==> src/rtl/fpc_pkg.sv <==
package fpc_pkg;

  typedef enum logic [3:0] {
    ST_IDLE,
    ST_BASE,
    ST_POLL,
    ST_CONF_A,
    ST_CONF_B,
    ST_AP_PRE,
    ST_AP_WR,
    ST_AP_POST,
    ST_RST_WR
  } fpc_state_e;

  localparam logic [1:0] FC_NONE    = 2'd0;
  localparam logic [1:0] FC_DEVICE  = 2'd1;
  localparam logic [1:0] FC_TIMEOUT = 2'd2;

endpackage

==> src/rtl/fpc_bus_port.sv <==
module fpc_bus_port #(
  parameter int AW = 20,
  parameter int DW = 8
) (
  input  logic          clk,
  input  logic          rst_n,
  input  logic          issue_i,
  input  logic          issue_we_i,
  input  logic [AW-1:0] issue_addr_i,
  input  logic [DW-1:0] issue_wdata_i,
  input  logic          ack_i,
  output logic          req_o,
  output logic          we_o,
  output logic [AW-1:0] addr_o,
  output logic [DW-1:0] wdata_o
);

  logic          req_q, req_d;
  logic          we_q, we_d;
  logic [AW-1:0] addr_q, addr_d;
  logic [DW-1:0] wdata_q, wdata_d;
  logic          load_en;

  assign load_en = issue_i;

  always_comb begin
    req_d   = req_q;
    we_d    = we_q;
    addr_d  = addr_q;
    wdata_d = wdata_q;
    if (issue_i) begin
      req_d   = 1'b1;
      we_d    = issue_we_i;
      addr_d  = issue_addr_i;
      wdata_d = issue_wdata_i;
    end else if (ack_i && req_q) begin
      req_d = 1'b0;
    end
  end

  always_ff @(posedge clk or negedge rst_n) begin
    if (!rst_n) begin
      req_q <= 1'b0;
    end else begin
      req_q <= req_d;
    end
  end

  always_ff @(posedge clk or negedge rst_n) begin
    if (!rst_n) begin
      we_q    <= 1'b0;
      addr_q  <= '0;
      wdata_q <= '0;
    end else if (load_en) begin
      we_q    <= we_d;
      addr_q  <= addr_d;
      wdata_q <= wdata_d;
    end
  end

  assign req_o   = req_q;
  assign we_o    = we_q;
  assign addr_o  = addr_q;
  assign wdata_o = wdata_q;

endmodule

==> src/rtl/fpc_toggle_track.sv <==
module fpc_toggle_track (
  input  logic clk,
  input  logic rst_n,
  input  logic load_i,
  input  logic bit_i,
  output logic differ_o
);

  logic prev_q;

  always_ff @(posedge clk or negedge rst_n) begin
    if (!rst_n) begin
      prev_q <= 1'b0;
    end else if (load_i) begin
      prev_q <= bit_i;
    end
  end

  assign differ_o = bit_i ^ prev_q;

endmodule

==> src/rtl/fpc_poll_cnt.sv <==
module fpc_poll_cnt #(
  parameter int MAX_POLLS = 16
) (
  input  logic clk,
  input  logic rst_n,
  input  logic clr_i,
  input  logic inc_i,
  output logic last_o
);

  localparam int CW = $clog2(MAX_POLLS + 1);
  localparam logic [CW-1:0] LAST_VAL = CW'(MAX_POLLS - 1);

  logic [CW-1:0] cnt_q, cnt_d;
  logic          cnt_en;

  assign cnt_en = clr_i | inc_i;

  always_comb begin
    cnt_d = cnt_q;
    if (clr_i) begin
      cnt_d = '0;
    end else if (inc_i && cnt_q != CW'(MAX_POLLS)) begin
      cnt_d = cnt_q + 1'b1;
    end
  end

  always_ff @(posedge clk or negedge rst_n) begin
    if (!rst_n) begin
      cnt_q <= '0;
    end else if (cnt_en) begin
      cnt_q <= cnt_d;
    end
  end

  assign last_o = (cnt_q >= LAST_VAL);

endmodule

==> src/rtl/flash_poll_ctrl.sv <==
module flash_poll_ctrl
  import fpc_pkg::*;
#(
  parameter int          AW         = 20,
  parameter int          DW         = 8,
  parameter int          MAX_POLLS  = 16,
  parameter int          TOG_BIT    = 6,
  parameter int          ERR_BIT    = 5,
  parameter int          WIN_BIT    = 3,
  parameter logic [7:0]  RESET_CMD  = 8'hF0,
  parameter logic [7:0]  ERASE_CMD  = 8'h30
) (
  input  logic          clk,
  input  logic          rst_n,
  input  logic          start_i,
  input  logic          erase_i,
  input  logic [AW-1:0] op_addr_i,
  input  logic          append_i,
  input  logic [AW-1:0] append_addr_i,
  output logic          bus_req_o,
  output logic          bus_we_o,
  output logic [AW-1:0] bus_addr_o,
  output logic [DW-1:0] bus_wdata_o,
  input  logic [DW-1:0] bus_rdata_i,
  input  logic          bus_ack_i,
  output logic          done_o,
  output logic          fail_o,
  output logic [1:0]    fail_code_o,
  output logic          append_rej_o
);

  localparam logic [DW-1:0] RST_WORD = DW'(RESET_CMD);
  localparam logic [DW-1:0] ERS_WORD = DW'(ERASE_CMD);

  fpc_state_e    state_q, state_d;
  logic          erase_q, erase_d;
  logic [AW-1:0] opad_q, opad_d;
  logic          pend_q, pend_d;
  logic [AW-1:0] pad_q, pad_d;
  logic [1:0]    code_q, code_d;
  logic          done_q, done_d;
  logic          fail_q, fail_d;
  logic          rej_q, rej_d;

  logic          issue, issue_we;
  logic [AW-1:0] issue_addr;
  logic [DW-1:0] issue_wdata;
  logic          tog_load, cnt_clr, cnt_inc;
  logic          differ, poll_last, ack;
  logic          tog_now, err_now, win_now;
  logic          pend_clr, op_busy;
  logic          opad_en, pad_en;

  fpc_bus_port #(.AW(AW), .DW(DW)) u_port (
    .clk           (clk),
    .rst_n         (rst_n),
    .issue_i       (issue),
    .issue_we_i    (issue_we),
    .issue_addr_i  (issue_addr),
    .issue_wdata_i (issue_wdata),
    .ack_i         (bus_ack_i),
    .req_o         (bus_req_o),
    .we_o          (bus_we_o),
    .addr_o        (bus_addr_o),
    .wdata_o       (bus_wdata_o)
  );

  fpc_toggle_track u_tog (
    .clk      (clk),
    .rst_n    (rst_n),
    .load_i   (tog_load),
    .bit_i    (tog_now),
    .differ_o (differ)
  );

  fpc_poll_cnt #(.MAX_POLLS(MAX_POLLS)) u_cnt (
    .clk    (clk),
    .rst_n  (rst_n),
    .clr_i  (cnt_clr),
    .inc_i  (cnt_inc),
    .last_o (poll_last)
  );

  assign ack     = bus_ack_i & bus_req_o;
  assign tog_now = bus_rdata_i[TOG_BIT];
  assign err_now = bus_rdata_i[ERR_BIT];
  assign win_now = bus_rdata_i[WIN_BIT];
  assign op_busy = (state_q != ST_IDLE);

  // Next-state and control decode
  always_comb begin
    state_d     = state_q;
    erase_d     = erase_q;
    opad_d      = opad_q;
    code_d      = code_q;
    done_d      = 1'b0;
    fail_d      = 1'b0;
    rej_d       = 1'b0;
    issue       = 1'b0;
    issue_we    = 1'b0;
    issue_addr  = opad_q;
    issue_wdata = '0;
    tog_load    = 1'b0;
    cnt_clr     = 1'b0;
    cnt_inc     = 1'b0;
    pend_clr    = 1'b0;

    unique case (state_q)
      ST_IDLE: begin
        pend_clr = 1'b1;
        if (start_i) begin
          erase_d    = erase_i;
          opad_d     = op_addr_i;
          code_d     = FC_NONE;
          cnt_clr    = 1'b1;
          issue      = 1'b1;
          issue_addr = op_addr_i;
          state_d    = ST_BASE;
        end
      end

      ST_BASE: begin
        if (ack) begin
          tog_load = 1'b1;
          cnt_inc  = 1'b1;
          issue    = 1'b1;
          state_d  = (pend_q && erase_q) ? ST_AP_PRE : ST_POLL;
        end
      end

      ST_POLL: begin
        if (ack) begin
          tog_load = 1'b1;
          cnt_inc  = 1'b1;
          if (!differ) begin
            done_d  = 1'b1;
            state_d = ST_IDLE;
          end else if (err_now) begin
            issue   = 1'b1;
            state_d = ST_CONF_A;
          end else if (poll_last) begin
            code_d      = FC_TIMEOUT;
            issue       = 1'b1;
            issue_we    = 1'b1;
            issue_wdata = RST_WORD;
            state_d     = ST_RST_WR;
          end else begin
            issue   = 1'b1;
            state_d = (pend_q && erase_q) ? ST_AP_PRE : ST_POLL;
          end
        end
      end

      ST_CONF_A: begin
        if (ack) begin
          tog_load = 1'b1;
          issue    = 1'b1;
          state_d  = ST_CONF_B;
        end
      end

      ST_CONF_B: begin
        if (ack) begin
          if (differ) begin
            code_d      = FC_DEVICE;
            issue       = 1'b1;
            issue_we    = 1'b1;
            issue_wdata = RST_WORD;
            state_d     = ST_RST_WR;
          end else begin
            done_d  = 1'b1;
            state_d = ST_IDLE;
          end
        end
      end

      ST_AP_PRE: begin
        if (ack) begin
          issue = 1'b1;
          if (win_now) begin
            rej_d    = 1'b1;
            pend_clr = 1'b1;
            state_d  = ST_BASE;
          end else begin
            issue_we    = 1'b1;
            issue_addr  = pad_q;
            issue_wdata = ERS_WORD;
            state_d     = ST_AP_WR;
          end
        end
      end

      ST_AP_WR: begin
        if (ack) begin
          pend_clr = 1'b1;
          issue    = 1'b1;
          state_d  = ST_AP_POST;
        end
      end

      ST_AP_POST: begin
        if (ack) begin
          rej_d   = win_now;
          issue   = 1'b1;
          state_d = ST_BASE;
        end
      end

      ST_RST_WR: begin
        if (ack) begin
          fail_d  = 1'b1;
          state_d = ST_IDLE;
        end
      end

      default: state_d = ST_IDLE;
    endcase
  end

  // Append request capture
  always_comb begin
    pend_d = pend_q;
    pad_d  = pad_q;
    if (append_i && !pend_q && op_busy && erase_q) begin
      pend_d = 1'b1;
      pad_d  = append_addr_i;
    end
    if (pend_clr) begin
      pend_d = 1'b0;
    end
  end

  assign opad_en = (state_q == ST_IDLE) & start_i;
  assign pad_en  = append_i & ~pend_q;

  always_ff @(posedge clk or negedge rst_n) begin
    if (!rst_n) begin
      state_q <= ST_IDLE;
      pend_q  <= 1'b0;
      code_q  <= FC_NONE;
      done_q  <= 1'b0;
      fail_q  <= 1'b0;
      rej_q   <= 1'b0;
    end else begin
      state_q <= state_d;
      pend_q  <= pend_d;
      code_q  <= code_d;
      done_q  <= done_d;
      fail_q  <= fail_d;
      rej_q   <= rej_d;
    end
  end

  always_ff @(posedge clk or negedge rst_n) begin
    if (!rst_n) begin
      erase_q <= 1'b0;
      opad_q  <= '0;
    end else if (opad_en) begin
      erase_q <= erase_d;
      opad_q  <= opad_d;
    end
  end

  always_ff @(posedge clk or negedge rst_n) begin
    if (!rst_n) begin
      pad_q <= '0;
    end else if (pad_en) begin
      pad_q <= pad_d;
    end
  end

  assign done_o       = done_q;
  assign fail_o       = fail_q;
  assign fail_code_o  = code_q;
  assign append_rej_o = rej_q;

endmodule

==> config.mk <==
export PLATFORM = sky130hd
export DESIGN_NAME = flash_poll_ctrl
export DESIGN_NICKNAME = d
export VERILOG_FILES = /design/src/rtl/fpc_pkg.sv /design/src/rtl/fpc_bus_port.sv /design/src/rtl/fpc_toggle_track.sv /design/src/rtl/fpc_poll_cnt.sv /design/src/rtl/flash_poll_ctrl.sv
export SDC_FILE = /design/constraint.sdc
export NUM_CORES = 1
export LEC_CHECK = 0
export BUFFER_PORTS_ARGS = -buffer_cell sky130_fd_sc_hd__buf_2
export CELL_PAD_IN_SITES_DETAIL_PLACEMENT = 1
export CELL_PAD_IN_SITES_GLOBAL_PLACEMENT = 2
export CORE_UTILIZATION = 39
export DETAILED_ROUTE_END_ITERATION = 6
export GPL_TIMING_DRIVEN = 0
export PLACE_DENSITY_LB_ADDON = 0.1
export SYNTH_ARGS = -nofsm -noshare
export SYNTH_HDL_FRONTEND = slang
export SYNTH_HIERARCHICAL = 1
export SYNTH_SLANG_ARGS = --single-unit
==> constraint.sdc <==
create_clock -name clk -period 3.25 [get_ports clk]
set_input_delay 0.325 -clock clk [delete_from_list [all_inputs] [get_ports clk]]
set_output_delay 0.325 -clock clk [all_outputs]
set_load 0.05 [all_outputs]
# Yosys cells after proc, flatten, opt, wreduce, memory -nomap -nowiden

Cells that the tools add are included.
W data, S select, Z words.

Bitwise logic cells: 6
Reduce and logical (&&, ||, !) cells: 23
Add/sub/neg operators: 1
Equal/unequal tests: 22
Multiplexer cells: 67
Magnitude comparators: 1

Operators with widths:

| kind                  | count |
|---|---|
| $mux W20              | 3 |
| $mux W4               | 13 |
| $mux W8               | 6 |
| $pmux W20 S2          | 1 |
| $pmux W4 S9           | 1 |
| $ne A2 B2 Y1 const B  | 13 |
| $mux W1               | 24 |
| $pmux W8 S3           | 1 |
| $eq A4 B3 Y1 const B  | 4 |
| $mux W2               | 7 |
| $mux W6               | 2 |
| $mux W5               | 2 |
| $pmux W1 S3           | 3 |
| $reduce_and A9 Y1     | 1 |
| $eq A4 B2 Y1 const B  | 2 |
| $reduce_and A8 Y1     | 1 |
| $logic_and A1 B1 Y1   | 6 |
| $mux W3               | 2 |
| $pmux W2 S3           | 1 |
| $reduce_and A2 Y1     | 3 |
| $reduce_bool A2 Y1    | 3 |
| $add A5 B1 Y5 const B | 1 |
| $ge A5 B4 Y1 const B  | 1 |
| $ne A5 B5 Y1 const B  | 1 |
| 15 further kinds      | 18 |

Input port bits: 54
Register bits after elaboration: 87
Output and inout port bits: 35

# Depth between registers and ports, before layout

Gate-level depths: netlist of run 1.

Depth after elaboration: 7
Mapped depth: 10
Depth with buffers taken out: 10

# Hierarchy

The synthesis of run 1 kept the hierarchy.

By module, submodules not included:

| module           | cells each | area each (µm²) | instances |
|---|---|---|---|
| flash_poll_ctrl  | 232        | 2675.1          | 1 |
| fpc_bus_port     | 64         | 1231.2          | 1 |
| fpc_poll_cnt     | 33         | 306.5           | 1 |
| fpc_toggle_track | 3          | 48.8            | 1 |

# Worst setup path after synthesis of run 1

No wires, ideal clock.

Path type: flip-flop to flip-flop
Start: reg u_port.req_q (netlist: u_port/req_o)
End: reg u_cnt.cnt_q[0]
Arrival time: 2.313 ns
Setup time: 0.125 ns
Period minus slack after synthesis: 2.438 ns
Stages on the path, launching flop included: 7
Buffers on the path: 1
Required time: 3.125 ns
Slack: 0.812 ns
Path through: dfrtp_1 nand2_1 buf_1 nor4_1 a21boi_0 o31a_1 mux2_4

Word-level cells in the longest chain between the ends: 6
Elaborated cells between the ends (all ways): 7

Ends and longest elaborated chain:

| item                            | line                                           | text |
|---|---|---|
| start: declaration              | fpc_bus_port.sv:18                             | `logic req_q, req_d;` |
| start signal: assignment        | fpc_bus_port.sv:45                             | `req_q <= req_d;` |
| $and A1 B1 Y1 (*)               | flash_poll_ctrl.sv:84                          | `assign ack = bus_ack_i & bus_req_o;` |
| $mux W1 (*)                     | flash_poll_ctrl.sv:123, flash_poll_ctrl.sv:132 |  |
| $mux W1 (*)                     | -                                              |  |
| named net cnt_inc               | flash_poll_ctrl.sv:48                          | `logic tog_load, cnt_clr, cnt_inc;` |
| $logic_and A1 B1 Y1             | fpc_poll_cnt.sv:23                             | `end else if (inc_i && cnt_q != CW'(MAX_POLLS)) begin` |
| $reduce_bool A2 Y1 (no line)    | -                                              |  |
| $reduce_and A2 Y1 (no line) (*) | -                                              |  |
| end signal: assignment          | fpc_poll_cnt.sv:32                             | `cnt_q <= cnt_d;` |
| end: declaration                | fpc_poll_cnt.sv:14                             | `logic [CW-1:0] cnt_q, cnt_d;` |

Mark *: on every way through the listed nets, which the timed path passes. The rest lies on a longest branch.
A chain may end at the register's enable or synchronous reset.

# Worst setup path after layout of run 1

Start: reg state_q[0]
End: reg u_port.addr_q[2] (netlist: u_port/addr_o[2])

Word-level cells in the longest chain between the ends: 3
Elaborated cells between the ends (all ways): 12

Ends and longest elaborated chain:

| item                                                                  | line                   | text |
|---|---|---|
| start: declaration                                                    | flash_poll_ctrl.sv:35  | `fpc_state_e state_q, state_d;` |
| start signal: assignment                                              | flash_poll_ctrl.sv:245 | `state_q <= state_d;` |
| $eq A4 B3 Y1 (tied with other cells)                                  | flash_poll_ctrl.sv:108 | `unique case (state_q)` |
| $reduce_or A5 Y1 (no line) / $reduce_or A2 Y1 (equally long branches) | -                      |  |
| $pmux W1 S3 (*)                                                       | flash_poll_ctrl.sv:108 |  |
| named net issue                                                       | flash_poll_ctrl.sv:45  | `logic issue, issue_we;` |
| end signal: assignment                                                | fpc_bus_port.sv:56     | `addr_q <= addr_d;` |
| end: declaration                                                      | fpc_bus_port.sv:20     | `logic [AW-1:0] addr_q, addr_d;` |

Marked as above.

==> summary.md, run 1 <==
| Metric | Value |
|---|---|
| Area delta synth->final | `19.20%` |
| Initial antenna violation count | `0` |
| CORE AREA | `~10000 µm²` |
| Max-slew headroom | `approximately 56%` |
| Buf+Inv Stages, Crit Path | `3` |
| DRT Pass-1 Iters | `4` |
| Starting density of the core | `40.73%` |
| Post-CTS sizing | `0` |
| Grt total ovfl | `0` |
| EDFF count, synth | `0` |
| Global-route wire length before repair | `17.44 mm` |
| Pwr Total | `~0.0053 W` |
| Post-synth ARST share | `100.0%` |
| Final period util | `just over 80%` |
| Routed WL per cell | `~18 µm` |
| Final WL | `between 10 and 15 mm` |
| Main combinational cell family by area after synthesis | `multiplexers` |
| Vias per cell | `between 5 and 6` |
| Vias | `between 2000 and 3000` |
| Status | `finished, final reports clean` |
| WS Path Type | `reg -> reg` |
| Yosys warns | `6` |
| Vias in the first global route | `around 3300` |
| Die Y | `~110 µm` |
| Worst hold path type | `in -> reg` |
| Maximum vdd ir drop | `roughly 450 µV` |
| Final setup vio count | `0` |
| Drt drc | `0` |
| Least-Margin Pin Slew | `0.6623 ns` |
| Worst setup EP type | `register` |
| Fin nets | `just under 500` |
| Fmax | `0.3734 GHz` |
| Post-Synthesis Cells | `between 300 and 400` |
| Drt initial violations | `110` |
| Reg-to-Reg End | `u_port/addr_o[2]` |
| # fillers | `approximately 1200` |
| Sum of negative setup slack | `0 ns` |
| Synth Area in XOR/XNOR | `0.6166%` |
| Sequential Power Share | `34.3%` |
| Die area | `about 11000 µm²` |
| CTS H-tree lvls | `3` |
| Yosys cell types | `50` |
| Cell Pwr Density | `about 1100 nW/µm²` |
| FP Rows | `37` |
| RSZ-0062 raised after global routing | `false` |
| Final min period | `2.678 ns` |
| LEAKAGE | `2.561 nW` |
| Area of the multi-input gates | `1931 µm²` |
| Mux contribution to synthesized area | `19.11%` |
| Clock root buffer | `clkbuf_8` |
| Fin worst setup slack | `approximately 0.57 ns` |
| Sequential share of the synthesized area | `about half` |
| Clock power frac | `13.5%` |
| Final slew viol count | `0` |
| Pint | `slightly above 0.003 W` |
| Hold endpoint | `erase_q` |
| IO Count | `89` |
| Crit Path Max Fanout | `10` |
| Die W | `between 100 and 150 µm` |
| Post-DP HPWL | `between 7 and 8 mm` |
| Synth Area in Compound Gates | `a little over an eighth` |
| Clock Skews | `about 0.013 ns` |
| Layout cells sized above 1 | `roughly two fifths` |
| Clock sink count | `87` |
| Clk pin slew, worst setup/hold paths | `~0.10 ns` |
| Most frequent cells in the layout | `buf_2, dfrtp_1, mux2_4` |
| Postcts setup bufs | `0` |
| PortBufs | `83` |
| Insertion delay to the later sink of the worst-skew pair | `around 0.37 ns` |
| Worst Setup Start Kind | `register` |
| Crit-path cells | `clkbuf_2 > nor2_1 > nand3_1 > clkbuf_1 > a21oi_1 > buf_6 > mux2_4` |
| Hold depth | `3` |
| Flip-flop and latch area | `between 2000 and 2500 µm²` |
| CTS Hold Bufs | `1` |
| Hold Violations, Final | `0` |
| Max clock buf depth | `2` |
| Critical Path RT | `between 3 and 4 ns` |
| CTS tree | `yes` |
| Total CTS buffers | `9` |
| GP Congestion | `around 0.78` |
| MaxCap Viol Count | `0` |
| Synthesis-stage register bit count | `87` |
| Delay-heaviest family, CP | `buffers and inverters` |
| Comb power frac | `a little over half` |
| Worst slack, placed | `~0.59 ns` |
| Switch share | `a little over two fifths` |
| Final core utilization | `about half` |
| Synth Flop Type | `dfrtp_1` |
| Largest net degree at the start of global routing | `50` |
| Synth Area per Inst | `~13 µm²` |
| Crit Reg-Reg Startpoint | `state_q[0]` |
| N_diodes | `0` |
| Slowest cell on crit path | `a21oi_1` |
| Slowest stage delay, CP | `about 0.42 ns` |
| Post-Synth Simple-Gate Area | `around 11%` |
| Worst Reg-to-Reg Cells | `7` |
| All-Layer GR Usage | `approximately 20%` |
| Syn Std Cell Area | `about 4300 µm²` |
| R2R Setup Slk | `around 0.57 ns` |
| Adder-cell share of the synthesized area | `under 10%` |
| Hold_sp | `erase_i` |
| Crit path DAT | `between 2 and 3 ns` |
| Net Sw Power | `~0.0023 W` |
| Antenna violation net count after detailed routing | `0` |
[through the flow]
step           area (µm²)  hold slack, ns  cells
3_3_place_gp         4858          0.4592    554
5_1_grt              5080          0.1547    572
2_1_floorplan        4273         0.02941    335
4_1_cts              5080          0.1538    572
6_report             5080          0.1585    572
3_5_place_dp         4888          0.3523    555
[tightest hold or removal path: stages]
cell and delay (ns):
buf_2 0.08, nand2_1 0.04, nand2_1 0.05
[per-layer routing]
layer	vias up	wire (µm)	GRT usage, %
li1	1408	-	-
met1	1470	5032	27.33
met2	67	4872	31.96
met3	13	411	3.801
met4	0	178	7.534
met5	-	0	0
[cell usage after synthesis, types with 4 or more instances]
cell / n / area share, %
nor2b_1: 4 / 0.59
nand2_1: 15 / 1.3
a221o_1: 19 / 4.5
a21o_1: 20 / 3.5
a21oi_1: 10 / 1.2
inv_1: 9 / 0.79
nand2b_1: 6 / 0.88
nor4_1: 4 / 0.59
nor2_1: 9 / 0.79
and2_1: 22 / 3.2
buf_2: 5 / 0.59
o21ai_0: 6 / 0.70
dfrtp_1: 87 / 51
buf_6: 6 / 1.6
clkbuf_1: 7 / 0.62
nor3_1: 4 / 0.47
mux2_4: 50 / 18
[cell families (layout without fill, tap and decap cells)]
kind of cell	count (synthesis)	in the layout
AOI/OAI and AO/OA	73	73
xor gates and xnor gates	3	3
adders and majority gates	4	4
buffers and inverters	30	131
DFF	87	87
muxes	56	56
other	1	4
and+or+nand+nor	78	78
[how the worst max path moves through the flow]
stage / from / end / slack, ns / cells past startpoint
after floorplan: u_port/req_o / u_cnt/cnt_q[0] / 0.81 / 6
after global placement: state_q[0] / u_port/addr_o[4] / 0.64 / 7
after detailed placement: state_q[0] / u_port/addr_o[2] / 0.59 / 7
after CTS: state_q[0] / u_port/addr_o[2] / 0.56 / 7
after global routing: state_q[0] / u_port/addr_o[2] / 0.43 / 7
final: state_q[0] / u_port/addr_o[2] / 0.57 / 7
[power by group through the flow]
stage	logic, W	registers, W	clock network (W)
final	0.00279	0.00183	0.000719
after global routing	0.00300	0.00190	0.000789
after CTS	0.00282	0.00184	0.000748
after detailed placement	0.00281	0.00185	0
after global placement	0.00274	0.00183	0
after floorplan	0.00165	0.00234	0
[registers in the layout (all words and copies together), names as in the netlist, 2 cells and up]
signal and flops:
opad_q 20, pad_q 20, u_port/addr_o 20, u_port/wdata_o 8, u_cnt/cnt_q 5, state_q 4
fail_code_o 2
[layout make-up]
class / instances / share of cell area, %
Clock inverter: 6 / 1.059
Timing Repair Buffer: 85 / 8.966
Buffer: 21 / 2.586
Sequential cell: 87 / 42.86
Inverter: 9 / 0.6650
Tap cell: 136 / 3.350
Multi-Input combinational cell: 218 / 38.00
Clock buffer: 10 / 2.512
Note: power is estimated with default switching activity, not from simulation.
==> run 2, diff against run 1 <==
--- a/config.mk
+++ b/config.mk
@@ -5,10 +5,11 @@
 export SDC_FILE = /design/constraint.sdc
 export NUM_CORES = 1
 export LEC_CHECK = 0
+export ABC_AREA = 1
 export BUFFER_PORTS_ARGS = -buffer_cell sky130_fd_sc_hd__buf_2
 export CELL_PAD_IN_SITES_DETAIL_PLACEMENT = 1
 export CELL_PAD_IN_SITES_GLOBAL_PLACEMENT = 2
-export CORE_UTILIZATION = 39
+export CORE_UTILIZATION = 32
 export DETAILED_ROUTE_END_ITERATION = 6
 export GPL_TIMING_DRIVEN = 0
 export PLACE_DENSITY_LB_ADDON = 0.1
==> constraint.sdc (replaced) <==
create_clock -name clk -period 2.47 [get_ports clk]
set_input_delay 0.247 -clock clk [delete_from_list [all_inputs] [get_ports clk]]
set_output_delay 0.247 -clock clk [all_outputs]
set_load 0.05 [all_outputs]
==> summary.md, run 2 <==
| Metric | Value |
|---|---|
| Least-Margin Pin Slew | `0.6686 ns (+0.006323 ns)` |
| Final period util | `84.83% (+2.4 points)` |
| Clk pin slew, worst setup/hold paths | `0.07 ns (-0.03 ns)` |
| Vias in the first global route | `4488 (+35%)` |
| DRT Pass-1 Iters | `4 (unchanged)` |
| All-Layer GR Usage | `20.03% (-0.11 points)` |
| Hold Violations, Final | `0 (unchanged)` |
| Die Y | `124.4 µm (+17%)` |
| Routed WL per cell | `15.78 µm (-14%)` |
| Final WL | `14.52 mm (+38%)` |
| Critical Path RT | `2.76 ns (-0.74 ns)` |
| Fmax | `0.4772 GHz (+28%)` |
| Final min period | `2.095 ns (-0.5830 ns)` |
| CTS H-tree lvls | `3 (unchanged)` |
| LEAKAGE | `3.185 nW (+24%)` |
| Vias | `4396 (+49%)` |
| Die area | `15480 µm² (+36%)` |
| Total CTS buffers | `9 (unchanged)` |
| Placed insts | `904 (+63%)` |
| Worst hold path type | `in -> reg` |
| Most area-consuming cells after synthesis | `dfrtp_1, nand2_1, nand3_1, inv_1, o21ai_2` |
| Final setup vio count | `0 (unchanged)` |
| Fin nets | `789 (+62%)` |
| Slowest stage delay, CP | `0.68 ns (+0.26 ns)` |
| Crit-path cells | `nand2_1 > clkbuf_1 > o311ai_0 > buf_4 > buf_6 > nand2_1 > nand2_1` |
| Cell Pwr Density | `508.1 nW/µm² (-52%)` |
| Most frequent cells in the layout | `nand2_1, buf_2, dfrtp_1` |
| Largest area contributor in the netlist | `dfrtp_1` |
| Post-synth ARST share | `100.0% (unchanged)` |
| RSZ-0062 raised after global routing | `false` |
| Largest net degree at the start of global routing | `51 (+2.0%)` |
| Status | `finished, final reports clean` |
| FP Rows | `44 (+19%)` |
| GP Congestion | `0.7953 (+2.1%)` |
| Slowest cell on crit path | `o311ai_0` |
| Delay-heaviest family, CP | `buffers and inverters` |
| Yosys cell types | `35 (-30%)` |
| Synth Flop Type | `dfrtp_1` |
| Crit path DAT | `2.38 ns (-0.55 ns)` |
| Worst setup EP type | `register` |
| Starting density of the core | `32.87% (-7.9 points)` |
| Buf+Inv Stages, Crit Path | `3 (unchanged)` |
| IO Count | `89 (unchanged)` |
| Die W | `124.4 µm (+17%)` |
| R2R Setup Slk | `0.37 ns (-0.20 ns)` |
| WS Path Type | `reg -> reg` |
| Initial antenna violation count | `0 (unchanged)` |
| Final slew viol count | `0 (unchanged)` |
| Max clock buf depth | `2 (unchanged)` |
| Vias per cell | `4.778 (-7.6%)` |
| PortBufs | `82 (-1.2%)` |
| Commonest non-fill, non-tap cell in the layout | `nand2_1` |
| Post-Synthesis Cells | `634 (+91%)` |
| Layout cells sized above 1 | `22.01% (-17 points)` |
| CTS tree | `yes` |
| Global-route wire length before repair | `24.40 mm (+40%)` |
| EDFF count, synth | `0 (unchanged)` |
| Worst Setup Start Kind | `register` |
| # fillers | `1836 (+59%)` |
| Cell Count, Final, Fillers Out | `920 (+61%)` |
| Most instantiated library cell after synthesis | `nand2_1` |
| Antenna violation net count after detailed routing | `0 (unchanged)` |
| Worst hold slack | `0.1154 ns (-0.04308 ns)` |
| CORE AREA | `14590 µm² (+39%)` |
| Drt drc | `0 (unchanged)` |
| MaxCap Viol Count | `0 (unchanged)` |
| Pwr Total | `0.002940 W (-45%)` |
| Drt initial violations | `163 (+48%)` |
| Maximum vdd ir drop | `290.5 µV (-36%)` |
| Max-slew headroom | `54.86% (-0.99 points)` |
| Share of the synthesized area in the top cell type | `45.40% (-5.7 points)` |
| Crit Path Max Fanout | `10 (unchanged)` |
| Grt total ovfl | `0 (unchanged)` |
| Synth Area per Inst | `7.564 µm² (-41%)` |
| Sum of negative setup slack | `0 ns (unchanged)` |
| Area delta synth->final | `20.66%` |
| Post-DP HPWL | `11.11 mm (+51%)` |
| Syn Std Cell Area | `4796 µm² (+13%)` |
| Yosys warns | `6 (unchanged)` |
| Clock root buffer | `clkbuf_16` |
| Insertion delay to the later sink of the worst-skew pair | `0.34 ns (-0.03 ns)` |
| Worst slack, placed | `0.3653 ns (-0.2263 ns)` |
| Fin worst setup slack | `0.3746 ns (-0.1970 ns)` |
| Clock Skews | `0.009859 ns (-0.002980 ns)` |
| Clock sink count | `87 (unchanged)` |
| Sequential share of the synthesized area | `45.40% (-5.7 points)` |
| N_diodes | `0 (unchanged)` |
| Synthesis-stage register bit count | `87 (unchanged)` |
| Cell mode on critical path | `nand2_1` |
| Most instantiated cells after synthesis | `nand2_1, dfrtp_1, nand3_1` |
==> run 2: cell types whose count changed after synthesis, sizes merged, moves of 15 or more <==
cell	previous run	this run
buf	13	28
mux2	53	0
nand2	15	294
o211ai	0	20
nor2	10	26
and2	22	0
nand3	3	58
inv	9	51
a221o	19	0
a21o	20	0
o21ai	6	42
==> run 2: layer usage <==
layer | vias to the layer above | GRT usage [%] | routed length [µm]
li1 | 2207 | - | -
met1 | 2092 | 29.84 | 7550
met2 | 82 | 29.80 | 6304
met3 | 15 | 2.878 | 448
met4 | 0 | 5.882 | 214
met5 | - | 0 | 0
==> run 2: layout make-up <==
| type | count | area, µm² | share of cell area (%) |
|---|---|---|---|
| Clock inverter | 3 | 42.54 | 0.7351 |
| Buffer | 31 | 231.5 | 4.000 |
| Timing Repair Buffer | 84 | 450.4 | 7.784 |
| Sequential cell | 87 | 2177 | 37.62 |
| Clock buffer | 12 | 256.5 | 4.432 |
| Multi-Input combinational cell | 466 | 2178 | 37.64 |
| Inverter | 53 | 220.2 | 3.805 |
| Tap cell | 184 | 230.2 | 3.978 |
==> run 2: where the power goes <==
part           internal, W  switching [W]  total, W
Combinational    0.0000428      0.0000759  0.000119
Sequential         0.00142              0   0.00142
Clock             0.000833       0.000564   0.00140
Total              0.00230       0.000640   0.00294
==> run 2: final timing paths <==
path / from / endpoint / depth (start not counted)
worst min register to register: u_port/wdata_o[1] / u_port/wdata_o[1] / 2
max in group asynchronous: rst_n / pad_q[4] / 3
worst max register to register: u_port/req_o / u_port/addr_o[6] / 7
min in group asynchronous: rst_n / u_port/wdata_o[4] / 2
worst max-delay path: u_port/req_o / u_port/addr_o[6] / 7
worst min-delay path: erase_i / erase_q / 3
==> run 2: cell families after synthesis <==
| logic type | Yosys count | share of synthesized area, % |
|---|---|---|
| AO/OA/AOI/OAI | 68 | 9.731 |
| flip-flops | 87 | 45.40 |
| other | 1 | 0.07819 |
| buffers and inverters | 84 | 9.418 |
| adder cells (fa/ha/maj) | 3 | 0.7828 |
| AND/OR/NAND/NOR | 391 | 34.59 |
==> run 2: timing repair <==
item	CTS	global route
hold buffers	1	0
resized for setup	0	0
setup buffers	0	0
hold endpoints to repair	37	0
==> run 2: stage by stage <==
stage | area [µm²] | util, %
2_1_floorplan | 4807 | -
3_3_place_gp | 5448 | 37.34
3_5_place_dp | 5478 | 37.55
4_1_cts | 5787 | 39.67
5_1_grt | 5787 | 39.67
6_report | 5787 | 39.67
==> run 2: worst reg2reg max path, cell delays in order (launching register included) <==
cell,delay (ns)
dfrtp_1,0.36
nand2_1,0.11
clkbuf_1,0.27
o311ai_0,0.68
buf_4,0.32
buf_6,0.17
nand2_1,0.07
nand2_1,0.06
